===== src/rtl/clk_recover.sv =====
module clk_recover #(
  parameter int BASE_DIV = 208,
  parameter int PHASES   = 16
) (
  input  logic       clk,
  input  logic       rst,
  input  logic       rx_in,
  input  logic [1:0] rate_sel,
  input  logic       start,
  output logic       strobe,
  output logic       dout
);
  localparam int DW   = $clog2(BASE_DIV + 1);
  localparam int PW   = $clog2(PHASES);
  localparam int HALF = PHASES / 2;

  logic [1:0]    rate_q;
  logic [DW-1:0] div_cnt, lim;
  logic [PW-1:0] ph;
  logic          rx_m, rx_s, rx_t;
  logic          waiting, armed;
  logic          tick, edge_seen, early, late, preset;

  assign lim       = DW'(BASE_DIV >> rate_q);
  assign tick      = (div_cnt == lim - 1'b1);
  assign edge_seen = tick && (rx_s != rx_t);
  assign early     = (ph != '0) && (ph < PW'(HALF));
  assign late      = (ph >= PW'(HALF));
  assign preset    = edge_seen && waiting && !start;
  assign strobe    = tick && armed && (ph == PW'(HALF));

  always_ff @(posedge clk) begin
    if (rst) begin
      rate_q  <= rate_sel;
      div_cnt <= '0;
      rx_m    <= 1'b0;
      rx_s    <= 1'b0;
      rx_t    <= 1'b0;
      ph      <= '0;
      waiting <= 1'b0;
      armed   <= 1'b0;
      dout    <= 1'b0;
    end else begin
      rx_m    <= rx_in;
      rx_s    <= rx_m;
      div_cnt <= tick ? '0 : div_cnt + 1'b1;
      if (tick) begin
        rx_t <= rx_s;
        if (preset)                 ph <= PW'(1);
        else if (edge_seen && early) ph <= ph;
        else if (edge_seen && late)  ph <= ph + PW'(2);
        else                         ph <= ph + 1'b1;
      end
      if (start) begin
        waiting <= 1'b1;
        armed   <= 1'b0;
      end else if (preset) begin
        waiting <= 1'b0;
        armed   <= 1'b1;
      end
      if (strobe) dout <= rx_s;
    end
  end

  p_rate_frozen_r2: assert property (@(posedge clk) disable iff (rst)
    $past(!rst) |-> $stable(rate_q));

  p_single_pulse_r5: assert property (@(posedge clk) disable iff (rst)
    strobe |=> !strobe);

  p_quiet_after_start_r5: assert property (@(posedge clk) disable iff (rst)
    start |=> !strobe);

  p_capture_r6: assert property (@(posedge clk) disable iff (rst)
    strobe |=> (dout == $past(rx_s)));

  p_hold_r6: assert property (@(posedge clk) disable iff (rst)
    !strobe |=> $stable(dout));

  p_no_strobe_unarmed_r4: assert property (@(posedge clk) disable iff (rst)
    (waiting && !edge_seen) |=> !strobe);
endmodule


===== config.mk =====
export PLATFORM = sky130hd
export DESIGN_NAME = clk_recover
export DESIGN_NICKNAME = d
export VERILOG_FILES = /design/src/rtl/clk_recover.sv
export SDC_FILE = /design/constraint.sdc
export NUM_CORES = 1
export LEC_CHECK = 0
export ABC_AREA = 1
export BUFFER_PORTS_ARGS = -buffer_cell sky130_fd_sc_hd__buf_2
export CAP_MARGIN = 25
export CORE_MARGIN = 1
export CORE_UTILIZATION = 42
export DETAILED_ROUTE_END_ITERATION = 8
export GPL_TIMING_DRIVEN = 0
export PLACE_DENSITY_LB_ADDON = 0.12
export SYNTH_ARGS = -nofsm -noshare
export SYNTH_HDL_FRONTEND = slang
export SYNTH_SLANG_ARGS = --single-unit
export TNS_END_PERCENT = 1

===== constraint.sdc =====
create_clock -name clk -period 2.8 [get_ports clk]
set_clock_uncertainty 0.1 [all_clocks]
set_input_delay 0.7 -clock clk [delete_from_list [all_inputs] [get_ports clk]]
set_output_delay 0.7 -clock clk [all_outputs]
set_load 0.005 [all_outputs]

After elaboration in Yosys (flattened, before gate mapping)
Index checks and enable logic that the tools add are counted.
W data, S select, Z words.
{"block": "word_totals", "inputBits": 6, "out_inout_bits": 2, "elab_cells": 39, "regBits": 20}
{"block": "op_classes", "n_shift": 1, "reduce_logical": 14, "muxes": 5, "n_eq_ne": 4, "magnitude_cmp": 2, "add_sub_neg": 4}
{"operator": "$mux W4", "n": 3}
{"operator": "$add A8 B1 Y8 const B", "n": 1}
{"operator": "$eq A8 B8 Y1", "n": 1}
{"operator": "$logic_and A1 B1 Y1", "n": 8}
{"operator": "$shr A8 B2 Y8 const A", "n": 1}
{"operator": "$sub A8 B1 Y8 const B", "n": 1}
{"operator": "$add A4 B1 Y4 const B", "n": 1}
{"operator": "$add A4 B2 Y4 const B", "n": 1}
{"operator": "$eq A4 B4 Y1 const B", "n": 1}
{"operator": "$ge A4 B4 Y1 const B", "n": 1}
{"operator": "$lt A4 B4 Y1 const B", "n": 1}
{"operator": "$reduce_bool A4 Y1", "n": 1}
{"operator": "$reduce_or A2 Y1", "n": 2}
{"operator": "$mux W1", "n": 2}
{"operator": "$ne A2 B2 Y1 const B", "n": 1}
{"operator": "$reduce_and A2 Y1", "n": 1}
{"operator": "$reduce_bool A2 Y1", "n": 1}
{"operator": "$logic_not A1 Y1", "n": 1}
{"operator": "$ne A1 B1 Y1", "n": 1}

Longest topological paths before layout
{"block": "logic_depth", "word_depth": 8, "ltp_mapped": 13, "ltp_nobuf": 13}

Least setup slack after synthesis
Ideal clock, no wire load.
{"block": "synth_timing", "kind": "reg2out", "start": "register rate_q[1]", "end": "output port strobe", "t_required_ns": 2.000, "arrival_time_ns": 1.302, "stages_incl_launch_ff": 9, "path_buffers": 0, "setup_slack_ns": 0.698, "path_cell_list": "edfxtp_1 -> inv_1 -> ha_1 -> nand3b_1 -> nand2_1 -> nand2_2 -> nor2_8 -> nand3_1 -> clkinv_1"}
{"block": "synth_between", "elab_chain_len": 5}
{"element": "start: declaration", "line": "17", "text": "logic [1:0] rate_q;"}
{"element": "start signal: assignment", "line": "34", "text": "rate_q <= rate_sel;"}
{"element": "$shr A8 B2 Y8", "line": "24", "text": "assign lim = DW'(BASE_DIV >> rate_q);"}
{"element": "$sub A8 B1 Y8", "line": "25", "text": "assign tick = (div_cnt == lim - 1'b1);"}
{"element": "$eq A8 B8 Y1", "line": "25"}
{"element": "$logic_and A1 B1 Y1 (2 in series)", "line": "30", "text": "assign strobe = tick && armed && (ph == PW'(HALF));"}
{"element": "end: declaration", "line": "10", "text": "output logic strobe,"}
No other way between the ends.

Worst setup path after layout
Same ends and word-level chain as after synthesis.

==> qor.json <==
{
  "grt_setup_unrepaired": "false",
  "antenna_found_initial": 0,
  "ctsRootBufferMaster": "sky130_fd_sc_hd__clkbuf_4",
  "total_negative_setup_slacks_ns": 0,
  "clkSlewWorstSetupHoldPaths_ns": 0.11,
  "num_vias": 833,
  "ctsLongestPathBuffers": 2,
  "design.portCount": 8,
  "antenna-diode-count": 0,
  "whs_path_depth": 2,
  "synth_area_leaders": "sky130_fd_sc_hd__dfxtp_1, sky130_fd_sc_hd__nand2_1, sky130_fd_sc_hd__inv_1",
  "design.die.area_um2": 2750,
  "slew_violations": 0,
  "max-cap-violations": 0,
  "grt_pass1_vias": 771,
  "fmax_mhz": 381,
  "power_leakage_nw": 0.550,
  "yosys_warnings": 0,
  "grt_start_max_net_pins": 12,
  "gp_congestion": 0.878,
  "synth_cell_type_count": 27,
  "hold_path_class": "reg2reg",
  "global_route.overflow_total": 0,
  "rows": 17,
  "place_inst": 173,
  "yosysSeqAreaShare_pct": 39.4,
  "synth_top_area_share_pct": 33.8,
  "netlist_instances": 138,
  "power_density_nw_per_um2": 414,
  "die-width_um": 52.4,
  "routed_via_density": 4.71,
  "fillCellCount": 229,
  "yosys_register_bits": 20,
  "final_min_period_over_clock_period_pct": 93.7,
  "hold_viol": 0,
  "critical_path_class": "reg2out",
  "synthDominantAreaCellType": "sky130_fd_sc_hd__dfxtp_1",
  "timing_worst_slew_pin_value_ns": 0.271,
  "start_kind": "register",
  "syn-num-nets": 150,
  "timing.slew.headroom_pct": 81.8,
  "finish.net_count": 162,
  "htreeDepth": 1,
  "drt.antenna.violating_nets": 0,
  "layout.cells.most_common_list": "sky130_fd_sc_hd__nand2_1, sky130_fd_sc_hd__inv_1, sky130_fd_sc_hd__nor2_1",
  "post-dp-hpwl_mm": 1.39,
  "post_cts_hold_buffer_count": 0,
  "cts_inserted_buffers": 3,
  "avgRoutedWirePerCell_um": 10.0,
  "synthesized_area_divided_by_synthesized_cell_count_um2": 7.73,
  "rr_worst_depth": 9,
  "required_worst_endpoint_ns": 2.00,
  "tritoncts": "done",
  "layout.cells.non_filler": 177,
  "result_of_the_run": "finished, final reports clean",
  "critPathArrivalTime_ns": 1.82,
  "core_area_um2": 2300,
  "detail_route.first_pass.iterations": 4,
  "clock_insertion_delay_worst_skew_ns": 0.30,
  "critPathCaptureType": "primary output",
  "gr-usage-all-layers_pct": 16.7,
  "drt_iter0_markers": 13,
  "period_minus_slack_ns": 2.62,
  "critical_path.max_fanout": 9,
  "final_layout_size_suffix_gt1_share_pct": 14.8,
  "wirelength_mm": 1.78,
  "tritoncts_num_sinks": 20,
  "drc_errors": 0,
  "starting_density_of_the_core_pct": 46.5,
  "synthToLayoutAreaGrowth_pct": 9.50,
  "worst_ir_drop_vdd_v": 0.000296,
  "setup-violations-final": 0,
  "layout_commonest_cell": "sky130_fd_sc_hd__nand2_1",
  "buffer_ports.inserted": 7,
  "die_height_um": 52.4,
  "syn_area_um2": 1070,
  "grt_first_pass_wirelength_mm": 3.31
}
-- stage by stage --
stage	worst slack (ns)	utilization (%)	cell area, um2	power, mW	hold slack (ns)
final	0.177	50.9	1170	0.484	0.311
after global routing	0.000699	50.9	1170	0.508	0.326
after CTS	0.126	50.7	1160	0.494	0.317
after detailed placement	0.489	49.5	1140	0.346	0.298
after global placement	0.495	49.5	1140	0.344	0.291
after floorplan	0.698	-	1070	0.334	0.288
-- critical path, stage by stage, from the launching register on --
cell and delay, ns:
sky130_fd_sc_hd__edfxtp_1 0.43, sky130_fd_sc_hd__inv_1 0.09, sky130_fd_sc_hd__ha_1 0.24, sky130_fd_sc_hd__nand3b_1 0.15
sky130_fd_sc_hd__nand2_1 0.09, sky130_fd_sc_hd__nand2_2 0.09, sky130_fd_sc_hd__nor2_8 0.16, sky130_fd_sc_hd__nand3_2 0.09
sky130_fd_sc_hd__clkinv_1 0.06, sky130_fd_sc_hd__buf_2 0.10
-- logic make-up after synthesis --
logic type | share of synthesized area (%)
buffers and inverters | 9.14
and+or+nand+nor | 30.9
adders and majority gates | 7.03
AOI/OAI and AO/OA | 7.85
xor gates and xnor gates | 5.63
DFF | 39.4
-- timing repair --
action,in CTS,in global routing
setup buffers,0,0
gates resized for setup,0,1
setup endpoints to repair,0,1
-- synth_stat cells (all sizes together) --
cell,number
a21oi,5
clkinv,1
dfxtp,18
edfxtp,2
ha,6
inv,25
nand2,29
nand3,8
nand3b,1
nand4,2
nor2,20
nor3,2
nor3b,3
o2111ai,1
o211ai,2
o21ai,7
xnor2,3
xor2,3
-- sequential cells by signal, indices dropped and copies added (netlist names) --
name     flops
armed        1
div_cnt      8
dout         1
ph           4
rate_q       2
rx_m         1
rx_s         1
rx_t         1
waiting      1
-- where the power goes --
group	leakage, nW	switching, mW	internal, mW	total, mW
Sequential	0.166	0.00720	0.298	0.305
Clock	0.0150	0.0898	0.0556	0.145
Combinational	0.369	0.0205	0.0135	0.0341
-- worst paths after layout --
path	endpoint	start	slack (ns)
max	strobe	rate_q[1]$_DFFE_PP_	0.18
min	rx_s$_SDFF_PP0_	rx_m$_SDFF_PP0_	0.31
max reg2reg	ph[2]$_SDFFE_PP0P_	rate_q[1]$_DFFE_PP_	0.88
min reg2reg	rx_s$_SDFF_PP0_	rx_m$_SDFF_PP0_	0.31
-- routing by layer --
layer	track usage [%]	share of wire, %	vias up
met5	0	0	-
met4	9.21	2.7	0
met3	3.77	3.2	5
met2	23.2	41	15
met1	23.4	53	356
li1	-	-	457
-- final cells by class --
cell class	instances	area, um2	share of cell area (%)
repair buffers	7	35.0	3.00
well taps	28	35.0	3.00
clock buffers	4	26.3	2.25
multi-input cells	92	554	47.4
flip-flops and latches	20	420	36.0
inverters	26	97.6	8.35
Note: power is estimated with default switching activity, not from simulation.
